--- src/rtl/hbi_pkg.sv ---
package hbi_pkg;
   localparam int SIDE_HI   = 0;
   localparam int SIDE_LO   = 1;
   localparam int NUM_SIDES = 2;

   // width of a counter that must hold the value n-1 (at least one bit)
   function automatic int cnt_width(input int n);
      return (n > 1) ? $clog2(n) : 1;
   endfunction

   // width of a counter that must hold the value n
   function automatic int run_width(input int n);
      return (n > 0) ? $clog2(n + 1) : 1;
   endfunction
endpackage

--- src/rtl/hbi_sync.sv ---
module hbi_sync #(
   parameter int WIDTH  = 2,
   parameter int STAGES = 2
) (
   input  logic             clk,
   input  logic             rst,
   input  logic [WIDTH-1:0] d,
   output logic [WIDTH-1:0] q
);
   logic [WIDTH-1:0] stg [STAGES];

   always_ff @(posedge clk) begin
      if (rst) begin
         for (int s = 0; s < STAGES; s++) stg[s] <= '0;
      end else begin
         stg[0] <= d;
         for (int s = 1; s < STAGES; s++) stg[s] <= stg[s-1];
      end
   end

   assign q = stg[STAGES-1];
endmodule

--- src/rtl/hbi_gap_timer.sv ---
module hbi_gap_timer #(
   parameter int DEAD_CYC = 8
) (
   input  logic clk,
   input  logic rst,
   input  logic opp_on,
   output logic expired
);
   import hbi_pkg::*;
   localparam int          CW    = cnt_width(DEAD_CYC);
   localparam logic [CW-1:0] LIMIT = CW'(DEAD_CYC - 1);

   logic [CW-1:0] cnt;

   always_ff @(posedge clk) begin
      if (rst)              cnt <= LIMIT;
      else if (opp_on)      cnt <= '0;
      else if (cnt != LIMIT) cnt <= cnt + 1'b1;
   end

   assign expired = (cnt == LIMIT);

   AST_CNT_BOUND: assert property (@(posedge clk) disable iff (rst)
      cnt <= LIMIT);

   AST_CNT_CLEAR: assert property (@(posedge clk) disable iff (rst)
      opp_on |=> (cnt == '0));
endmodule

--- src/rtl/hbi_leg.sv ---
module hbi_leg (
   input  logic clk,
   input  logic rst,
   input  logic own_cmd,
   input  logic opp_cmd,
   input  logic opp_gate,
   input  logic wait_done,
   output logic gate
);
   logic grant;

   assign grant = own_cmd && !opp_cmd && !opp_gate && wait_done;

   always_ff @(posedge clk) begin
      if (rst) gate <= 1'b0;
      else     gate <= grant;
   end

   AST_OFF_NEXT: assert property (@(posedge clk) disable iff (rst)
      !own_cmd |=> !gate);
endmodule

--- src/rtl/hb_interlock.sv ---
module hb_interlock #(
   parameter int DEAD_CYC    = 8,
   parameter int SYNC_STAGES = 2
) (
   input  logic clk,
   input  logic rst,
   input  logic cmd_hi,
   input  logic cmd_lo,
   output logic gate_hi,
   output logic gate_lo
);
   import hbi_pkg::*;
   localparam int RW = run_width(DEAD_CYC);

   if (DEAD_CYC < 1) begin : g_bad_dead
      $error("hb_interlock: DEAD_CYC must be at least 1");
   end
   if (SYNC_STAGES < 2) begin : g_bad_sync
      $error("hb_interlock: SYNC_STAGES must be at least 2");
   end

   logic [NUM_SIDES-1:0] cmd_raw;
   logic [NUM_SIDES-1:0] cmd_s;
   logic [NUM_SIDES-1:0] gate_v;
   logic [NUM_SIDES-1:0] done_v;

   assign cmd_raw[SIDE_HI] = cmd_hi;
   assign cmd_raw[SIDE_LO] = cmd_lo;

   hbi_sync #(.WIDTH(NUM_SIDES), .STAGES(SYNC_STAGES)) u_sync (
      .clk (clk),
      .rst (rst),
      .d   (cmd_raw),
      .q   (cmd_s)
   );

   for (genvar s = 0; s < NUM_SIDES; s++) begin : g_side
      localparam int OPP = NUM_SIDES - 1 - s;

      hbi_gap_timer #(.DEAD_CYC(DEAD_CYC)) u_timer (
         .clk     (clk),
         .rst     (rst),
         .opp_on  (gate_v[OPP]),
         .expired (done_v[s])
      );

      hbi_leg u_leg (
         .clk       (clk),
         .rst       (rst),
         .own_cmd   (cmd_s[s]),
         .opp_cmd   (cmd_s[OPP]),
         .opp_gate  (gate_v[OPP]),
         .wait_done (done_v[s]),
         .gate      (gate_v[s])
      );

      // checker: consecutive cycles this gate has been low (saturating)
      logic [RW-1:0] low_run;
      always_ff @(posedge clk) begin
         if (rst)                              low_run <= RW'(DEAD_CYC);
         else if (gate_v[s])                   low_run <= '0;
         else if (low_run != RW'(DEAD_CYC))    low_run <= low_run + 1'b1;
      end
   end

   assign gate_hi = gate_v[SIDE_HI];
   assign gate_lo = gate_v[SIDE_LO];

   AST_NEVER_BOTH: assert property (@(posedge clk) disable iff (rst)
      !(gate_hi && gate_lo));

   AST_RESET_LOW: assert property (@(posedge clk)
      rst |=> (!gate_hi && !gate_lo));

   AST_OVERLAP_OFF: assert property (@(posedge clk) disable iff (rst)
      (cmd_s[SIDE_HI] && cmd_s[SIDE_LO]) |=> (!gate_hi && !gate_lo));

   AST_GAP_HI: assert property (@(posedge clk) disable iff (rst)
      $rose(gate_hi) |-> (g_side[SIDE_LO].low_run >= RW'(DEAD_CYC)));

   AST_GAP_LO: assert property (@(posedge clk) disable iff (rst)
      $rose(gate_lo) |-> (g_side[SIDE_HI].low_run >= RW'(DEAD_CYC)));

   AST_LONE_HI: assert property (@(posedge clk) disable iff (rst)
      ($rose(cmd_s[SIDE_HI]) && !cmd_s[SIDE_LO] && !gate_lo &&
       g_side[SIDE_LO].low_run >= RW'(DEAD_CYC)) |=> gate_hi);

   AST_LONE_LO: assert property (@(posedge clk) disable iff (rst)
      ($rose(cmd_s[SIDE_LO]) && !cmd_s[SIDE_HI] && !gate_hi &&
       g_side[SIDE_HI].low_run >= RW'(DEAD_CYC)) |=> gate_lo);
endmodule

--- config.mk ---
export PLATFORM = sky130hd
export DESIGN_NAME = hb_interlock
export DESIGN_NICKNAME = d
export VERILOG_FILES = /design/src/rtl/hbi_pkg.sv /design/src/rtl/hbi_sync.sv /design/src/rtl/hbi_gap_timer.sv /design/src/rtl/hbi_leg.sv /design/src/rtl/hb_interlock.sv
export SDC_FILE = /design/constraint.sdc
export NUM_CORES = 1
export LEC_CHECK = 0
export BUFFER_PORTS_ARGS = -buffer_cell sky130_fd_sc_hd__buf_2
export CORE_ASPECT_RATIO = 0.75
export CORE_UTILIZATION = 25
export DETAILED_ROUTE_END_ITERATION = 6
export GPL_TIMING_DRIVEN = 0
export SYNTH_ARGS = -nofsm -noshare
export SYNTH_HDL_FRONTEND = slang
export SYNTH_SLANG_ARGS = --single-unit
--- constraint.sdc ---
create_clock -name clk -period 1.4 [get_ports clk]
set_input_delay 0.07 -clock clk [delete_from_list [all_inputs] [get_ports clk]]
set_output_delay 0.07 -clock clk [all_outputs]
set_load 0.1 [all_outputs]
==> results.yml, run 1 <==
run_status:
  status: "complete, no violations"
placed_design:
  placedCellCount: 63
  io_buffers: 5
  place_area_um2: 503
  place.gp.congestion: 0.705
timing:
  drv_slew: 0
  rsz0062_at_grt: "false"
  min_period_over_period: 0.871
  final.min_clock_period_ns: 1.22
  skew_ns: 0.00724
  fmax_mhz: 820
  worst_slew_pin_slew_ns: 0.487
  fin_tns_setup_ns: 0
  setup_violations: 0
  slew_headroom: 0.678
  finalHoldViolCount: 0
finish:
  final_cells: 69
  final_common_cell: "dfxtp_1"
  final_area_um2: 559
  utilization: 0.355
  area_delta_synth_final_pct: 23.8
  nNetsFinal: 57
  drive_above_1_share: 0.229
  diodes: 0
  mostFrequentLayoutCells: "12 x dfxtp_1, 6 x o21bai_1, 5 x buf_2"
synthesis:
  synth_xor_area_frac: 0.0388
  yosys_warnings: 0
  netlist_top_cells_area: "dfxtp_1 53%, ha_1 11%, o21bai_1 10%, mux2i_1 8.9%, nor2b_1 5.5%"
  yosysUniqueCellTypes: 11
  synth-seq-cells: 12
  syn_nets: 45
  synth_top_family_by_area: "simple AND/OR/NAND/NOR gates"
  synth_fa_ha_area_frac: 0.111
  synth-compound-area-share: 0.0997
  yosysTopAreaCell: "dfxtp_1"
  seq_area_frac_synth: 0.532
  synth_simple_gate_area_frac: 0.119
  synth_cells: 37
  syn_avg_cell_area_um2: 12.2
  synth.mux.area_fraction: 0.0886
  synthesis.area_um2: 452
  synth_top_area_share: 0.532
floorplan:
  io_pins: 6
  die_width_um: 51.1
  rows: 12
  core-area_mm2: 0.00158
  initial_core_util: 0.287
  die_area_mm2: 0.00198
  die_h_um: 38.8
min_path:
  hp-class: "primary input to flop"
worst_setup_path:
  arrival_ns: 1.15
  critPathSlowestCell: "buf_2"
  crit_family: "buffers and inverters"
  path_buf_inv: 1
  required_ns: 1.33
  max_stage_delay_ns: 0.46
  cp-end-kind: "primary output"
  critPathMaxFanout: 5
  worstPathCellList: "buf_2"
  path_class: "flop to primary output"
  setup.worst_path.start_class: "flop"
cts:
  cts_tree: "built"
  clkSinkCount: 12
  cts_made_buffers: 3
  postCtsSetupBuffers: 0
  worstSkewPairLatency_ns: 0.27
  htree_levels: 1
  cts_buffer_depth: 2
  path_clk_slew_ns: 0.08
  cts-root-buf: "clkbuf_4"
routing:
  drt_iter0_markers: 0
  wl_um: 642
  ant_nets: 0
  vias: 294
  highest-signal-layer: "met4"
  drc: 0
  vias_per_cell: 4.26
  wl_met1_um: 296
  wl_met2_um: 293
  first_pass_iters: 1
  wl_met3_um: 42
  avgRoutedWirePerCell_um: 9.30
grt:
  grt_antenna_before_repair: 0
  grt_use_total: 0.0897
  grt_pass1_wl_um: 1120
  grt.overflow.total: 0
  grt_pass1_vias: 267
  grt_max_degree: 11
power_and_ir_drop:
  irDropWorstVdd_mv: 0.867
  p_per_area_mw_per_mm2: 1990
  leakage_uw: 0.000250
run:
  drv_cap: 0
report_power, final:
part	switching [uW]	internal (uW)	total (uW)
combinational	184	189	374
sequential	45.2	419	465
clock	117	158	275
total	346	767	1110
per-layer routing:
| layer | up-vias | track usage |
|---|---|---|
| met2 | 8 | 0.135 |
| met5 | - | 0 |
| met1 | 134 | 0.0843 |
| met3 | 2 | 0.0706 |
| met4 | 0 | 0.0625 |
| li1 | 150 | - |
layout make-up:
class / instances / area, um2
buffer: 1 / 5.00
clock buffer: 4 / 36.3
tap: 21 / 26.3
fill: 161 / 1020
timing repair buffer: 7 / 45.0
sequential: 12 / 240
multi-input combinational: 24 / 206
synth_stat cells:
master and n:
nor2b_1 4, mux2i_1 4, dfxtp_1 12, nor3_1 1, nand2_1 1, nor4_2 1
clkbuf_2 1, o21bai_1 6, xor2_1 2, ha_1 4, nand3b_1 1
registers in the layout, summed over array words and instances, names as in the netlist:
name	flops
g_side.u_leg.gate	2
u_sync.stg	4
g_side.u_timer.cnt	6
cell families after synthesis:
family / count (synthesis)
compound gates: 6
flops: 12
xor+xnor: 2
mux: 4
buf+inv: 1
simple gates: 8
fa+ha+maj: 4
path summary, 6_finish.rpt:
path	startpoint	end	slack, ns	cells after the start
max	g_side[0].u_leg.gate	gate_hi	0.18	1
min	cmd_lo	u_sync.stg[0][1]	0.01	2
max reg2reg	g_side[1].u_timer.cnt[0]	g_side[1].u_timer.cnt[2]	0.21	4
min reg2reg	u_sync.stg[0][2]	g_side[1].u_leg.gate	0.42	1
metrics by stage:
stage / hold slack [ns] / total power, uW / setup WS [ns]
2_1_floorplan: 0.142 / 780 / 0.116
3_3_place_gp: 0.261 / 832 / 0.245
3_5_place_dp: 0.266 / 847 / 0.224
4_1_cts: 0.00641 / 1120 / 0.172
5_1_grt: 0.0150 / 1210 / 0.114
6_report: 0.0117 / 1110 / 0.180
timing repair:
item                       CTS  global route
setup endpoints to repair    0             0
hold endpoints to repair     2             1
hold buffers                 1             1
resized for setup            0             0
No activity file was read; power rests on OpenSTA's default activity.
==> run 2, diff against run 1 <==
- RECOVER_POWER: unset -> 50
==> run 2 against run 1 <==
Net effect: routed wire length increased by 0.93%; utilization down 0.56 points; register-to-register slack barely moved; critical path depth did not move; sequential share of layout area up 0.68 points; final area shrank 1.6%; final cell count stayed put; global-route usage unchanged; clock skew grew 0.00072 ns; die area stayed put; clock power barely moved; sequential cell count did not move; largest cell class unchanged.
==> results.yml, run 2 (synthesis results as in run 1) <==
cts:
  path_clk_slew_ns: 0.08
  cts_tree: "built"
  worstSkewPairLatency_ns: 0.27
  cts-root-buf: "clkbuf_4"
  cts_buffer_depth: 2
  clkSinkCount: 12
  cts_made_buffers: 3
  htree_levels: 1
worst_setup_path:
  path_buf_inv: 1
  path_class: "flop to primary output"
  critPathSlowestCell: "buf_2"
  setup.worst_path.start_class: "flop"
  cp-end-kind: "primary output"
  max_stage_delay_ns: 0.46
  required_ns: 1.33
  worstPathCellList: "buf_2"
  arrival_ns: 1.14
  crit_family: "buffers and inverters"
  reg2reg_slack_ns: 0.22
  critPathMaxFanout: 5
grt:
  grt.overflow.total: 0
  grt_antenna_before_repair: 0
  grt_use_total: 0.0897
  grt_pass1_wl_um: 1120
  grt_pass1_vias: 267
  grt_max_degree: 11
power_and_ir_drop:
  leakage_uw: 0.000243
  p_sw_frac: 0.309
  power_frac_comb: 0.334
  p_clk_frac: 0.247
  finalPower_uw: 1110
  switchingPower_uw: 343
  p_per_area_mw_per_mm2: 2010
  p_seq_frac: 0.419
  power.internal_uw: 765
  irDropWorstVdd_mv: 0.861
finish:
  top_register: "g_side.u_timer.cnt"
  reg.largest.list: "g_side.u_timer.cnt x6, u_sync.stg x4, g_side.u_leg.gate x2"
  diodes: 0
  largest_reg_flops: 6
  drive_above_1_share: 0.167
  nNetsFinal: 57
  mostFrequentLayoutCells: "12 x dfxtp_1, 6 x o21bai_1"
  final_common_cell: "dfxtp_1"
  num-fill-cells: 163
  area_delta_synth_final_pct: 21.9
routing:
  drt_iter0_markers: 0
  wl_um: 648
  vias: 293
  avgRoutedWirePerCell_um: 9.39
  first_pass_iters: 1
  drc: 0
  ant_nets: 0
  vias_per_cell: 4.25
timing:
  fin_tns_setup_ns: 0
  slew_headroom: 0.678
  skew_ns: 0.00796
  drv_slew: 0
  min_period_over_period: 0.863
  finalHoldViolCount: 0
  rsz0062_at_grt: "false"
  fmax_mhz: 828
  setup_violations: 0
  final.min_clock_period_ns: 1.21
  worst_slew_pin_slew_ns: 0.487
placed_design:
  io_buffers: 5
  place.gp.congestion: 0.705
floorplan:
  io_pins: 6
  core-area_mm2: 0.00158
  rows: 12
  die_width_um: 51.1
  die_h_um: 38.8
  die_area_mm2: 0.00198
  initial_core_util: 0.287
run:
  drv_cap: 0
min_path:
  hp-class: "primary input to flop"
run_status:
  status: "complete, no violations"
run 2: cell types whose count changed in the layout (fill, tap and decap cells not counted), sizes merged:
cell | previous run | this run
buf | 5 | 4
clkbuf | 5 | 6
run 2: power groups by stage:
stage	Combinational [uW]	Clock [uW]	Sequential [uW]
after floorplan	295	0	485
after global placement	362	0	469
after detailed placement	374	0	473
after CTS	378	279	465
after global routing	438	300	474
final	370	273	464
run 2: worst paths after layout:
path                                  from                  endpoint  depth (start not counted)
setup / recovery      g_side[1].u_leg.gate                   gate_lo                          1
hold / removal                      cmd_lo          u_sync.stg[0][1]                          2
setup reg to reg  g_side[1].u_timer.cnt[0]  g_side[1].u_timer.cnt[2]                          4
hold reg to reg           u_sync.stg[0][2]      g_side[1].u_leg.gate                          1
run 2: timing repair:
action | in CTS | in global routing
setup buffers | 0 | 0
hold buffers | 1 | 1
gates resized for setup | 0 | 0
endpoints found under the hold margin | 2 | 1
run 2: metrics by stage:
step                cell area, um2  instances  utilization  hold WS (ns)  setup slack (ns)
finish                         551         69        0.349        0.0141             0.192
global route                   551         69        0.349        0.0150             0.114
CTS                            549         68        0.348       0.00641             0.172
detailed placement             503         63        0.319         0.266             0.224
global placement               503         63        0.319         0.261             0.245
floorplan                      452         37            -         0.142             0.116
run 2: cell type report:
cell class / instances / area, um2 / area share
Sequential cell: 12 / 240 / 0.436
Multi-Input combinational cell: 24 / 200 / 0.364
Timing Repair Buffer: 7 / 43.8 / 0.0795
Clock buffer: 4 / 36.3 / 0.0659
Tap cell: 21 / 26.3 / 0.0477
Buffer: 1 / 3.75 / 0.00682
run 2: layer usage:
metal / track usage / up-vias / share of wire
met4: 0.0625 / 0 / 0.015
li1: - / 150 / -
met3: 0.0706 / 2 / 0.063
met2: 0.135 / 8 / 0.46
met1: 0.0843 / 133 / 0.46
met5: 0 / - / 0
